`src/rtl/vagu_pkg.sv`:
```
package vagu_pkg;
  typedef enum logic {
    SEQ_IDLE = 1'b0,
    SEQ_RUN  = 1'b1
  } seq_state_e;
endpackage

```
`src/rtl/vagu_bank_board.sv`:
```
module vagu_bank_board #(
  parameter int NBANK = 16,
  parameter int BUSY  = 4,
  parameter int BW    = $clog2(NBANK)
) (
  input  logic             clk,
  input  logic             rst_n,
  input  logic             issue,
  input  logic [BW-1:0]    issue_bank,
  output logic [NBANK-1:0] bank_ready
);
  localparam int CW = $clog2(BUSY + 1);

  for (genvar b = 0; b < NBANK; b++) begin : g_bank
    logic [CW-1:0] cnt_q, cnt_d;
    logic          hit, cnt_en;

    assign hit    = issue && (issue_bank == BW'(b));
    assign cnt_en = hit || (cnt_q != '0);

    always_comb begin
      cnt_d = cnt_q;
      if (hit)               cnt_d = CW'(BUSY - 1);
      else if (cnt_q != '0)  cnt_d = cnt_q - 1'b1;
    end

    always_ff @(posedge clk or negedge rst_n) begin
      if (!rst_n)      cnt_q <= '0;
      else if (cnt_en) cnt_q <= cnt_d;
    end

    assign bank_ready[b] = (cnt_q == '0);

    // a request only reaches a bank whose occupancy has run out
    assert_busy_bank_idle_R3: assert property (@(posedge clk) disable iff (!rst_n)
      hit |-> (cnt_q == '0));
  end
endmodule

```
`src/rtl/vagu_issue_seq.sv`:
```
module vagu_issue_seq
  import vagu_pkg::*;
#(
  parameter int AW    = 32,
  parameter int LW    = 8,
  parameter int NBANK = 16,
  parameter int BW    = $clog2(NBANK)
) (
  input  logic             clk,
  input  logic             rst_n,
  input  logic             start,
  input  logic [AW-1:0]    base_addr,
  input  logic [AW-1:0]    stride,
  input  logic [LW-1:0]    vlen,
  input  logic [NBANK-1:0] bank_ready,
  input  logic             inflight,
  output logic             issue,
  output logic [AW-1:0]    issue_addr,
  output logic [BW-1:0]    issue_bank,
  output logic [LW-1:0]    issue_idx,
  output logic             issue_last,
  output logic             zero_done,
  output logic             busy
);
  seq_state_e    state_q, state_d;
  logic [AW-1:0] addr_q, addr_d, stride_q;
  logic [LW-1:0] idx_q, idx_d, vlen_q;
  logic          zdone_q, zdone_d;
  logic          accept, op_en;

  assign accept     = start && (state_q == SEQ_IDLE) && !inflight;
  assign issue_bank = addr_q[BW-1:0];
  assign issue      = (state_q == SEQ_RUN) && bank_ready[issue_bank];
  assign issue_last = (idx_q == vlen_q - 1'b1);
  assign op_en      = accept || issue;

  always_comb begin
    state_d = state_q;
    if (accept && (vlen != '0)) state_d = SEQ_RUN;
    if (issue && issue_last)    state_d = SEQ_IDLE;
    addr_d  = accept ? base_addr : addr_q + stride_q;
    idx_d   = accept ? '0 : idx_q + 1'b1;
    zdone_d = accept && (vlen == '0);
  end

  always_ff @(posedge clk or negedge rst_n) begin
    if (!rst_n) begin
      state_q <= SEQ_IDLE;
      zdone_q <= 1'b0;
    end else begin
      state_q <= state_d;
      zdone_q <= zdone_d;
    end
  end

  always_ff @(posedge clk or negedge rst_n) begin
    if (!rst_n) begin
      addr_q <= '0;
      idx_q  <= '0;
    end else if (op_en) begin
      addr_q <= addr_d;
      idx_q  <= idx_d;
    end
  end

  always_ff @(posedge clk or negedge rst_n) begin
    if (!rst_n) begin
      stride_q <= '0;
      vlen_q   <= '0;
    end else if (accept) begin
      stride_q <= stride;
      vlen_q   <= vlen;
    end
  end

  assign issue_addr = addr_q;
  assign issue_idx  = idx_q;
  assign zero_done  = zdone_q;
  assign busy       = (state_q == SEQ_RUN) || inflight;

  // a stalled element keeps its address and index
  assert_stall_hold_R4: assert property (@(posedge clk) disable iff (!rst_n)
    ((state_q == SEQ_RUN) && !issue) |=> ($stable(addr_q) && $stable(idx_q)));

  // consecutive issues of one vector step by the stride and by one index
  assert_addr_step_R1: assert property (@(posedge clk) disable iff (!rst_n)
    (issue && !issue_last) |=> ((addr_q == $past(addr_q) + $past(stride_q)) &&
                                (idx_q == $past(idx_q) + 1'b1)));

  // an empty vector never enters the issuing state
  assert_zero_len_R8: assert property (@(posedge clk) disable iff (!rst_n)
    (accept && (vlen == '0)) |=> ((state_q == SEQ_IDLE) && zero_done));
endmodule

```
`src/rtl/vagu_ret_pipe.sv`:
```
module vagu_ret_pipe #(
  parameter int LW  = 8,
  parameter int DW  = 32,
  parameter int LAT = 12
) (
  input  logic          clk,
  input  logic          rst_n,
  input  logic          in_valid,
  input  logic [LW-1:0] in_idx,
  input  logic [DW-1:0] in_data,
  input  logic          in_last,
  output logic          out_valid,
  output logic [LW-1:0] out_idx,
  output logic [DW-1:0] out_data,
  output logic          out_last,
  output logic          inflight
);
  logic [LAT-1:0] v_q;
  logic [LW-1:0]  i_q [LAT];
  logic [DW-1:0]  d_q [LAT];
  logic [LAT-1:0] l_q;

  for (genvar s = 0; s < LAT; s++) begin : g_stage
    logic          src_v, src_l;
    logic [LW-1:0] src_i;
    logic [DW-1:0] src_d;

    if (s == 0) begin : g_head
      assign src_v = in_valid;
      assign src_i = in_idx;
      assign src_d = in_data;
      assign src_l = in_last;
    end else begin : g_body
      assign src_v = v_q[s-1];
      assign src_i = i_q[s-1];
      assign src_d = d_q[s-1];
      assign src_l = l_q[s-1];
    end

    always_ff @(posedge clk or negedge rst_n) begin
      if (!rst_n) v_q[s] <= 1'b0;
      else        v_q[s] <= src_v;
    end

    always_ff @(posedge clk or negedge rst_n) begin
      if (!rst_n) begin
        i_q[s] <= '0;
        d_q[s] <= '0;
        l_q[s] <= 1'b0;
      end else if (src_v) begin
        i_q[s] <= src_i;
        d_q[s] <= src_d;
        l_q[s] <= src_l;
      end
    end
  end

  assign out_valid = v_q[LAT-1];
  assign out_idx   = i_q[LAT-1];
  assign out_data  = d_q[LAT-1];
  assign out_last  = v_q[LAT-1] && l_q[LAT-1];
  assign inflight  = |v_q;
endmodule

```
`src/rtl/vec_bank_agu.sv`:
```
module vec_bank_agu #(
  parameter int AW    = 32,
  parameter int DW    = 32,
  parameter int LW    = 8,
  parameter int NBANK = 16,
  parameter int BUSY  = 4,
  parameter int LAT   = 12
) (
  input  logic                     clk,
  input  logic                     rst_n,
  input  logic                     start,
  input  logic [AW-1:0]            base_addr,
  input  logic [AW-1:0]            stride,
  input  logic [LW-1:0]            vlen,
  output logic                     busy,
  output logic                     req_valid,
  output logic [AW-1:0]            req_addr,
  output logic [$clog2(NBANK)-1:0] req_bank,
  output logic [LW-1:0]            req_idx,
  input  logic [DW-1:0]            mem_rdata,
  output logic                     rsp_valid,
  output logic [LW-1:0]            rsp_idx,
  output logic [DW-1:0]            rsp_data,
  output logic                     done
);
  localparam int BW = $clog2(NBANK);

  logic [NBANK-1:0] bank_ready;
  logic             issue, issue_last, zero_done, inflight, ret_last;
  logic [AW-1:0]    issue_addr;
  logic [BW-1:0]    issue_bank;
  logic [LW-1:0]    issue_idx;

  vagu_issue_seq #(.AW(AW), .LW(LW), .NBANK(NBANK), .BW(BW)) u_seq (
    .clk(clk), .rst_n(rst_n), .start(start), .base_addr(base_addr),
    .stride(stride), .vlen(vlen), .bank_ready(bank_ready), .inflight(inflight),
    .issue(issue), .issue_addr(issue_addr), .issue_bank(issue_bank),
    .issue_idx(issue_idx), .issue_last(issue_last), .zero_done(zero_done),
    .busy(busy));

  vagu_bank_board #(.NBANK(NBANK), .BUSY(BUSY), .BW(BW)) u_board (
    .clk(clk), .rst_n(rst_n), .issue(issue), .issue_bank(issue_bank),
    .bank_ready(bank_ready));

  vagu_ret_pipe #(.LW(LW), .DW(DW), .LAT(LAT)) u_ret (
    .clk(clk), .rst_n(rst_n), .in_valid(issue), .in_idx(issue_idx),
    .in_data(mem_rdata), .in_last(issue_last), .out_valid(rsp_valid),
    .out_idx(rsp_idx), .out_data(rsp_data), .out_last(ret_last),
    .inflight(inflight));

  assign req_valid = issue;
  assign req_addr  = issue_addr;
  assign req_bank  = issue_bank;
  assign req_idx   = issue_idx;
  assign done      = ret_last || zero_done;

  // requests only appear while the block reports itself busy
  assert_req_when_busy_R9: assert property (@(posedge clk) disable iff (!rst_n)
    req_valid |-> busy);
endmodule

```
`config.mk`:
```
export PLATFORM = sky130hd
export DESIGN_NAME = vec_bank_agu
export DESIGN_NICKNAME = d
export VERILOG_FILES = /design/src/rtl/vagu_pkg.sv /design/src/rtl/vagu_bank_board.sv /design/src/rtl/vagu_issue_seq.sv /design/src/rtl/vagu_ret_pipe.sv /design/src/rtl/vec_bank_agu.sv
export SDC_FILE = /design/constraint.sdc
export NUM_CORES = 1
export LEC_CHECK = 0
export ABC_AREA = 0
export BUFFER_PORTS_ARGS = -buffer_cell sky130_fd_sc_hd__buf_2
export CAP_MARGIN = 15
export CORE_ASPECT_RATIO = 0.9
export CORE_MARGIN = 2
export CORE_UTILIZATION = 45
export CTS_CLUSTER_SIZE = 20
export DETAILED_ROUTE_END_ITERATION = 16
export PLACE_DENSITY = 0.74
export SYNTH_ARGS = -nofsm -noshare
export SYNTH_HDL_FRONTEND = slang
export SYNTH_SLANG_ARGS = --single-unit
```
`constraint.sdc`:
```
create_clock -name clk -period 4.7 [get_ports clk]
set_input_delay 0.235 -clock clk [delete_from_list [all_inputs] [get_ports clk]]
set_output_delay 0.235 -clock clk [all_outputs]
set_load 0.05 [all_outputs]
```
==> results of run 1 <==
-- worst max-delay path: cells and delay by family (launching register included) --
kind            cells  cell delay [ns]
buf+inv             1             0.87
flops               1             0.83
mux                 2             0.74
simple gates        2             0.53
compound gates      3             0.45
-- stage by stage --
stage | setup WS (ns) | utilization [%] | cell area (um^2)
2_1_floorplan | 1.64 | - | 26300
3_3_place_gp | 1.23 | 48.2 | 28000
3_5_place_dp | 1.15 | 48.2 | 28000
4_1_cts | 1.13 | 53.9 | 31300
5_1_grt | 0.860 | 53.9 | 31300
6_report | 1.10 | 53.9 | 31300
-- metal layers --
| layer | part of all wire [%] | wire length [um] |
|---|---|---|
| met5 | 0.069 | 38 |
| met4 | 2.9 | 1610 |
| met3 | 4.6 | 2510 |
| met2 | 48 | 26600 |
| met1 | 44 | 24300 |
-- kinds of logic (layout without fill, tap and decap cells) --
logic type / Yosys count / in the layout / synth area share, %
flops: 634 / 634 / 60.4
xor+xnor: 57 / 57 / 1.90
buf+inv: 169 / 501 / 2.55
mux: 461 / 461 / 19.9
other cells: 0 / 4 / 0
compound gates: 195 / 195 / 4.54
fa+ha+maj: 66 / 66 / 3.17
simple gates: 482 / 482 / 7.56
-- flip-flops by register name, indices dropped and copies added (netlist names), 11 cells and up --
| register | count |
|---|---|
| u_board.g_bank.cnt_q | 48 |
| u_ret.g_stage.src_d | 352 |
| u_ret.g_stage.src_i | 88 |
| u_ret.g_stage.src_l | 11 |
| u_ret.g_stage.src_v | 11 |
| u_ret.out_data | 32 |
| u_seq.issue_addr | 32 |
| u_seq.stride_q | 32 |
-- cell usage in the layout, fill, tap and decap left out, types with 8 or more instances in the layout --
master and n:
clkbuf_1 17, dlygate4sd3_1 103, buf_2 193, nor2_1 76, o211ai_1 18, nand2_1 333
clkbuf_8 13, xnor2_1 26, mux2_2 452, nand3_1 21, a21oi_1 79, clkbuf_16 69
buf_4 16, nor4_1 8, xor2_1 31, dfrtp_2 11, o22ai_1 9, a21o_1 12
a31oi_1 16, ha_1 65, dfrtp_1 623, and3_1 10, o21ai_0 31, clkinv_2 11
nor3_1 11, inv_1 62
-- synth_stat cells, drive strengths merged (2+ instances only) --
library cell,count
a211oi,2
xnor2,26
dfrtp,634
a21o,12
and3,10
and2,3
nand4,4
ha,65
o21ai,38
nor3,11
o22ai,9
nor2,76
mux2i,5
nor3b,3
nor2b,2
o21a,2
nand3,21
nor4b,2
a21oi,81
xor2,31
nand2b,3
mux4,4
o31ai,2
o211ai,21
inv,63
nor4,8
nand2,334
mux2,452
a2111oi,2
a22oi,2
a31oi,16
buf,24
clkbuf,82
-- cell type report --
type / count / area [um^2]
diodes: 4 / 10.0
fillers: 4738 / 26800
multi-input cells: 1261 / 9760
clock buffers: 99 / 1970
inverters: 63 / 236
well taps: 774 / 968
clock inverters: 21 / 278
flip-flops and latches: 634 / 15900
repair buffers: 318 / 2230
-- power by group through the flow --
stage	clock network, uW	registers (uW)	logic [uW]
CTS	5460	9590	9860
finish	5330	9590	9800
floorplan	0	10100	6740
global placement	0	9520	9290
detailed placement	0	9670	9710
global route	5690	9920	10700
-- how the worst max path moves through the flow --
stage	start	end	slack, ns	cells past startpoint
global placement	u_seq.issue_addr[1]	u_seq.issue_addr[8]	1.23	8
global route	u_seq.issue_addr[1]	u_seq.issue_addr[8]	0.86	8
floorplan	u_seq.issue_addr[0]	u_seq.issue_addr[24]	1.64	11
finish	u_seq.issue_addr[1]	u_seq.issue_addr[7]	1.10	8
detailed placement	u_seq.issue_addr[1]	u_seq.issue_addr[7]	1.15	8
CTS	u_seq.issue_addr[1]	u_seq.issue_addr[7]	1.13	8
==> reports/results.txt, run 1 <==
Outcome: finished clean
Maximum vdd ir drop: 0.478 mV
Worst-Skew Late Latency: 0.60 ns
Worst Hold Endpoint: u_seq.issue_addr[30]
Critical R2R Capture: u_seq.issue_addr[7]
Area contributors post-synth: dfrtp_1, mux2_2, nand2_1
Max Cap Viol: 0
Final Cycle Share: 76.6%
Initial drt markers: 902
Mapped cell area: 26300 um^2
Drt drc: 0
Met1 usage: 24.3%
Drt pass-1 iters: 5
Post-synthesis register bit count: 634
Worst-path cell chain: mux4_2 > mux2i_1 > nand2_1 > o211ai_4 > buf_4 > nand2_1 > o22ai_1 > a21oi_1
Worst Hold Class: primary input to register
Synth-to-Final Area Change: 19.2%
First-pass GRT wire length: 90.5 mm
H-tree levels: 3
Reg2reg setup slack: 1.10 ns
Worst hold stages: 5
DRT antenna net count: 0
Clock Sinks: 634
Syn_area_per_cell: 12.7 um^2
Min Clock Period, post-route: 3.60 ns
Setup CP Type: register to register
Fmax: 278 MHz
Worst Reg2Reg Path Length in Cells: 8
Clock root cell: clkbuf_16
CTS tree: done
Final setup viols: 0
Cell Rows: 84
Tot GR Track Use: 18.6%
Sw power: 9170 uW
Final wirelength: 55.0 mm
PostCTS Resize Cnt: 0
Post-synth net total: 2237
Finished Layout Cells: 3174
IO buf count: 194
Slowest-stage cell, CP: buf_4
CP startpoint kind: register
Worst slew pin tran: 1.08 ns
Slew Limit Fails: 0
GRT busiest layer: met2
Num CTS Buffers: 68
Synth top area share: 60.4%
Synthesized instance count: 2064
DR WL/cell: 17.3 um
Relative max-transition margin: 27.9%
Primary FF master, synth: dfrtp_1
Synth async-reset ratio: 100%
Post-synth EDFFs: 0
Clock transition at the registers of the reported paths: 0.06 ns
Total grt overflow: 0
Worst hold start: base_addr[30]
Full die area: 60300 um^2
Crit-path max cell delay: 0.87 ns
Total Power: 24700 uW
Clock power frac: 21.6%
Synth Warn #: 0
GR Layer Usage met2: 31.0%
Max clock buf depth: 3
Hold WS: 0.0841 ns
Die Y: 233 um
Die width: 259 um
Internal Power: 15500 uW
Sw Ratio: 37.1%
Placer Congestion: 0.880
Pwr Density: 789 nW/um^2
Hold buffer count at CTS: 103
Fin nets: 2519
Arrival @ worst endpoint: 4.04 ns
Yosys top cell by area: dfrtp_1
Post-CTS Setup Repair Bufs: 0
TNS Setup: 0 ns
Sequential fraction of the synthesis area: 60.4%
I/O pins: 195
Core area: 58100 um^2
Sequential Power Share: 38.8%
Critical Path RT: 5.14 ns
Vias per cell: 5.22
Via count: 16.6k
Logic gate share of total power: 39.6%
Vias in the first global route: 17.4k
Post-DP HPWL: 34.5 mm
Met3 GRT Util: 3.78%
Final clock skew: 0.0187 ns
Share of layout cells above drive strength 1: 33.4%
Distinct cells, synth: 59
Worst r2r src: u_seq.issue_addr[1]
Largest net degree at the start of global routing: 125
Hold Vio Cnt, Final: 0
Initial antenna violation count: 7
Leakage: 0.0150 uW
Initial Utilization: 45.2%
CP Capture Type: register
Crit path max fanout: 89
Most used cell, CP: nand2_1
Placed Instances: 2947
RSZ-0062 raised after global routing: no
No activity file was read; power rests on OpenSTA's default activity.
==> run 2, diff against run 1 <==
--- a/config.mk
+++ b/config.mk
@@ -5,7 +5,7 @@
 export SDC_FILE = /design/constraint.sdc
 export NUM_CORES = 1
 export LEC_CHECK = 0
-export ABC_AREA = 0
+export ABC_AREA = 1
 export BUFFER_PORTS_ARGS = -buffer_cell sky130_fd_sc_hd__buf_2
 export CAP_MARGIN = 15
 export CORE_ASPECT_RATIO = 0.9
@@ -13,7 +13,7 @@
 export CORE_UTILIZATION = 45
 export CTS_CLUSTER_SIZE = 20
 export DETAILED_ROUTE_END_ITERATION = 16
-export PLACE_DENSITY = 0.74
+export PLACE_DENSITY = 0.73
 export SYNTH_ARGS = -nofsm -noshare
 export SYNTH_HDL_FRONTEND = slang
 export SYNTH_SLANG_ARGS = --single-unit
==> constraint.sdc (replaced) <==
create_clock -name clk -period 3.6 [get_ports clk]
set_input_delay 0.18 -clock clk [delete_from_list [all_inputs] [get_ports clk]]
set_output_delay 0.18 -clock clk [all_outputs]
set_load 0.05 [all_outputs]
==> reports/results.txt, run 2 <==
Outcome: finished clean
Distinct cells, synth: 32
Crit path max fanout: 27
Critical Path RT: 3.42 ns
PostCTS Resize Cnt: 0
Clock root cell: clkbuf_16
Largest net degree at the start of global routing: 109
Die width: 263 um
Arrival @ worst endpoint: 2.88 ns
Post-synth top cells: nand2_1, dfrtp_1, inv_1
Most frequent cells in the layout: nand2_1, dfrtp_1, inv_1
Via count: 20.4k
Final Cycle Share: 85.1%
Placer Congestion: 0.942
Total grt overflow: 0
DRT antenna net count: 0
TNS Setup: 0 ns
Num CTS Buffers: 68
Slew Limit Fails: 0
Leading cell type in the layout, fill and taps excluded: nand2_1
I/O pins: 195
Hold WS: 0.192 ns
Worst Hold Class: primary input to register
IO buf count: 194
DR WL/cell: 13.9 um
First-pass GRT wire length: 99.9 mm
Initial antenna violation count: 2
Hold Vio Cnt, Final: 0
Max reg flops: 352
Pwr Density: 999 nW/um^2
Fmax: 326 MHz
Placed Instances: 4015
Max clock buf depth: 3
Worst r2r src: u_board.g_bank[13].cnt_q[0]
Clock transition at the registers of the reported paths: 0.06 ns
Post-synthesis register bit count: 634
Setup CP Type: register to primary output
Synth-to-Final Area Change: 18.8%
RSZ-0062 raised after global routing: no
Leakage: 0.0166 uW
Core area: 59900 um^2
Worst Setup EP: req_valid
Worst-Skew Late Latency: 0.61 ns
Max Cap Viol: 0
Drt pass-1 iters: 7
Primary FF master, synth: dfrtp_1
Reg2reg setup slack: 1.04 ns
Initial drt markers: 1380
Mapped cell area: 27200 um^2
Synth top area share: 58.2%
# fillers: 5308
Post-CTS Setup Repair Bufs: 0
Sequential fraction of the synthesis area: 58.2%
Critical Path Start: u_board.g_bank[13].cnt_q[0]
CP startpoint kind: register
Synth async-reset ratio: 100%
Fin nets: 3580
Share of layout cells above drive strength 1: 11.7%
Relative max-transition margin: 36.2%
Min Clock Period, post-route: 3.06 ns
Worst Reg2Reg Path Length in Cells: 14
Tot GR Track Use: 19.3%
Final wirelength: 59.0 mm
Post-DP HPWL: 38.2 mm
Maximum vdd ir drop: 0.700 mV
Clock Sinks: 634
Drt drc: 0
Syn_area_per_cell: 8.69 um^2
Cell Rows: 85
Full die area: 62500 um^2
Final setup viols: 0
Post-synth net total: 3308
Die Y: 237 um
Final clock skew: 0.0231 ns
Critical R2R Capture: u_seq.issue_addr[7]
Worst slew pin tran: 0.957 ns
CP Capture Type: primary output
H-tree levels: 3
Area contributors post-synth: dfrtp_1, nand2_1, inv_1
CTS tree: done
Synthesized instance count: 3135
Yosys top cell by area: dfrtp_1
Vias in the first global route: 20.1k
Synth Warn #: 0
Final Core Density: 54.1%
Finished Layout Cells: 4244
Hold buffer count at CTS: 105
Initial Utilization: 45.5%
Post-synth EDFFs: 0
Vias per cell: 4.80
Most common cell in the netlist: nand2_1
## run 2: per-layer routing
layer,track usage [%],part of all wire [%],up-vias
met2,28.9,43,437
met1,27.8,49,9483
met5,0,0,-
met3,3.81,4.5,137
li1,-,-,10300
met4,7.90,3.8,0
## run 2: worst min path at each step
| stage | startpoint | endpoint | cells past startpoint |
|---|---|---|---|
| after floorplan | rst_n | u_board.g_bank[0].cnt_q[0] | 0 |
| after global placement | rst_n | u_seq.issue_addr[20] | 1 |
| after detailed placement | rst_n | u_seq.issue_addr[20] | 1 |
| after CTS | start | u_seq.issue_idx[7] | 4 |
| after global routing | start | u_seq.issue_idx[7] | 4 |
| final | start | u_seq.issue_idx[7] | 4 |
## run 2: stage by stage
stage | setup slack, ns | area [um^2] | power, uW
floorplan | 1.30 | 27200 | 21900
global placement | 1.17 | 29000 | 24700
detailed placement | 1.11 | 29000 | 25200
CTS | 0.469 | 32400 | 32600
global route | 0.302 | 32400 | 35100
finish | 0.537 | 32400 | 32400
## run 2: logic make-up (layout without fill, tap and decap cells)
group,after synthesis,in the layout,synth area share (%)
xor+xnor,38,38,1.22
buf+inv,558,882,7.89
compound gates,514,514,9.48
flops,634,634,58.2
fa+ha+maj,66,66,3.06
simple gates,1282,1282,18.3
mux,43,43,1.78
other cells,0,2,0
## run 2: area by class of cell
cell class	instances	area (um^2)	area share, %
flip-flops and latches	634	15900	49.0
repair buffers	332	2350	7.27
inverters	428	1610	4.96
clock inverters	24	314	0.970
well taps	783	980	3.03
clock buffers	98	2010	6.20
diodes	2	5.00	0.0155
multi-input cells	1943	9230	28.5
## run 2: power by group
group | internal [uW] | switching [uW]
registers | 10600 | 1660
clock network | 4210 | 2890
logic | 4100 | 8890
total | 18900 | 13400
## run 2: critical path, cell delays in order (launching register included)
cell	delay, ns
dfrtp_1	0.39
inv_1	0.06
ha_1	0.14
ha_1	0.27
nor2_1	0.09
a21oi_1	0.15
nand2_1	0.07
nand2_1	0.06
nand2_1	0.07
inv_1	0.07
nand2_2	0.13
inv_2	0.41
buf_2	0.36
==> run 3, diff against run 2 <==
--- a/config.mk
+++ b/config.mk
@@ -9,7 +9,6 @@
 export BUFFER_PORTS_ARGS = -buffer_cell sky130_fd_sc_hd__buf_2
 export CAP_MARGIN = 15
 export CORE_ASPECT_RATIO = 0.9
-export CORE_MARGIN = 2
 export CORE_UTILIZATION = 45
 export CTS_CLUSTER_SIZE = 20
 export DETAILED_ROUTE_END_ITERATION = 16
==> reports/results.txt, run 3 (same netlist as run 2, synthesis figures left out) <==
Die width: 261 um
Fin nets: 3578
Placed Instances: 4015
Most frequent cells in the layout: nand2_1, dfrtp_1, inv_1
Worst Hold Class: primary input to register
Setup CP Type: register to primary output
Placer Congestion: 0.945
Maximum vdd ir drop: 0.682 mV
Initial Utilization: 45.6%
Full die area: 61500 um^2
Final Cycle Share: 86.7%
Drt drc: 7
TNS Setup: 0 ns
DR WL/cell: 13.9 um
Crit path max fanout: 27
Clock root cell: clkbuf_16
Fmax: 320 MHz
Worst slew pin tran: 0.950 ns
Vias per cell: 4.83
Worst Slack Setup Final: 0.479 ns
CP startpoint kind: register
# fillers: 5325
Max reg flops: 352
RSZ-0062 raised after global routing: no
Share of layout cells above drive strength 1: 11.5%
Vias in the first global route: 19.9k
Max clock buf depth: 3
Pwr Density: 992 nW/um^2
Relative max-transition margin: 36.7%
DRT antenna net count: 0
CTS tree: done
Pre-CTS setup slack: 1.06 ns
Violated checks: DRC
Total grt overflow: 0
Leading cell type in the layout, fill and taps excluded: nand2_1
Critical Path RT: 3.42 ns
Finished Layout Cells: 4241
Tot GR Track Use: 19.7%
Initial antenna violation count: 4
Final wirelength: 58.9 mm
Largest net degree at the start of global routing: 111
Max Cap Viol: 0
IO buf count: 194
Worst-Skew Late Latency: 0.61 ns
Core area: 59800 um^2
CP Capture Type: primary output
Synth-to-Final Area Change: 18.2%
Arrival @ worst endpoint: 2.94 ns
I/O pins: 195
Initial drt markers: 1433
Hold Vio Cnt, Final: 0
H-tree levels: 3
Die Y: 235 um
PostCTS Resize Cnt: 0
Post-DP HPWL: 38.6 mm
First-pass GRT wire length: 99.7 mm
Via count: 20.5k
Final clock skew: 0.0273 ns
Min Clock Period, post-route: 3.12 ns
Hold WS: 0.185 ns
Clock transition at the registers of the reported paths: 0.06 ns
Num CTS Buffers: 66
Drt pass-1 iters: 13
Leakage: 0.0165 uW
Cell Rows: 85
Clock Sinks: 634
Outcome: finished with violations
Slew Limit Fails: 0
Final setup viols: 0
run 3: cell count changes in the layout (fill, tap and decap cells not counted), sizes merged:
| cell | change |
|---|---|
| clkinv | -10 |
| inv | +6 |
| clkinvlp | +2 |
| bufinv | -3 |
| diode | +2 |
run 3: per-layer routing:
| metal | routed length [um] | part of all wire, % | track usage [%] | up-vias |
|---|---|---|---|---|
| met4 | 2050 | 3.5 | 7.58 | 0 |
| met5 | 0 | 0 | 0 | - |
| li1 | - | - | - | 10300 |
| met2 | 25400 | 43 | 28.4 | 442 |
| met3 | 2530 | 4.3 | 3.45 | 131 |
| met1 | 29000 | 49 | 29.5 | 9607 |
run 3: critical path, cell delays in order (launching register included):
cell and delay, ns:
dfrtp_1 0.40, inv_1 0.07, ha_1 0.15, ha_1 0.29, nor2_1 0.08, nor2_1 0.11, nand2_1 0.07, nand2_1 0.05
nand2_1 0.05, nor2_1 0.11, nand2_2 0.16, inv_2 0.43, buf_2 0.36
run 3: per-stage QoR:
| step | cell area, um^2 | total power, uW | util, % |
|---|---|---|---|
| floorplan | 27200 | 21900 | - |
| global placement | 29000 | 24700 | 48.5 |
| detailed placement | 29000 | 25200 | 48.5 |
| CTS | 32200 | 32200 | 53.9 |
| global route | 32200 | 34600 | 53.9 |
| finish | 32200 | 32000 | 53.9 |
run 3: final timing paths:
kind | cells past startpoint | slack (ns) | startpoint | end
setup reg to reg | 14 | 1.02 | u_board.g_bank[3].cnt_q[0] | u_ret.g_stage[1].src_d[9]
max in group asynchronous | 3 | 2.34 | rst_n | u_ret.g_stage[3].src_v
min in group asynchronous | 2 | 0.24 | rst_n | u_ret.out_data[4]
setup / recovery | 12 | 0.48 | u_board.g_bank[3].cnt_q[0] | req_valid
hold / removal | 4 | 0.18 | start | u_seq.issue_idx[5]
hold reg to reg | 2 | 0.47 | u_ret.g_stage[8].src_d[3] | u_ret.g_stage[9].src_d[3]
run 3: layout make-up:
| class | instances | area [um^2] | area share, % |
|---|---|---|---|
| multi-input combinational | 1943 | 9230 | 28.7 |
| inverter | 428 | 1610 | 4.99 |
| sequential | 634 | 15900 | 49.3 |
| tap | 783 | 980 | 3.04 |
| antenna | 4 | 10.0 | 0.0311 |
| timing repair buffer | 332 | 2370 | 7.35 |
| clock buffer | 98 | 1920 | 5.97 |
| clock inverter | 19 | 213 | 0.660 |
run 3: power breakdown:
| group | internal, uW | switching [uW] |
|---|---|---|
| combinational | 4100 | 8930 |
| clock | 3820 | 2850 |
| sequential | 10600 | 1640 |
| total | 18500 | 13400 |
run 3: repair_timing:
item | CTS | global route
setup buffers | 0 | 0
endpoints found under the hold margin | 199 | 0
hold buffers | 105 | 0
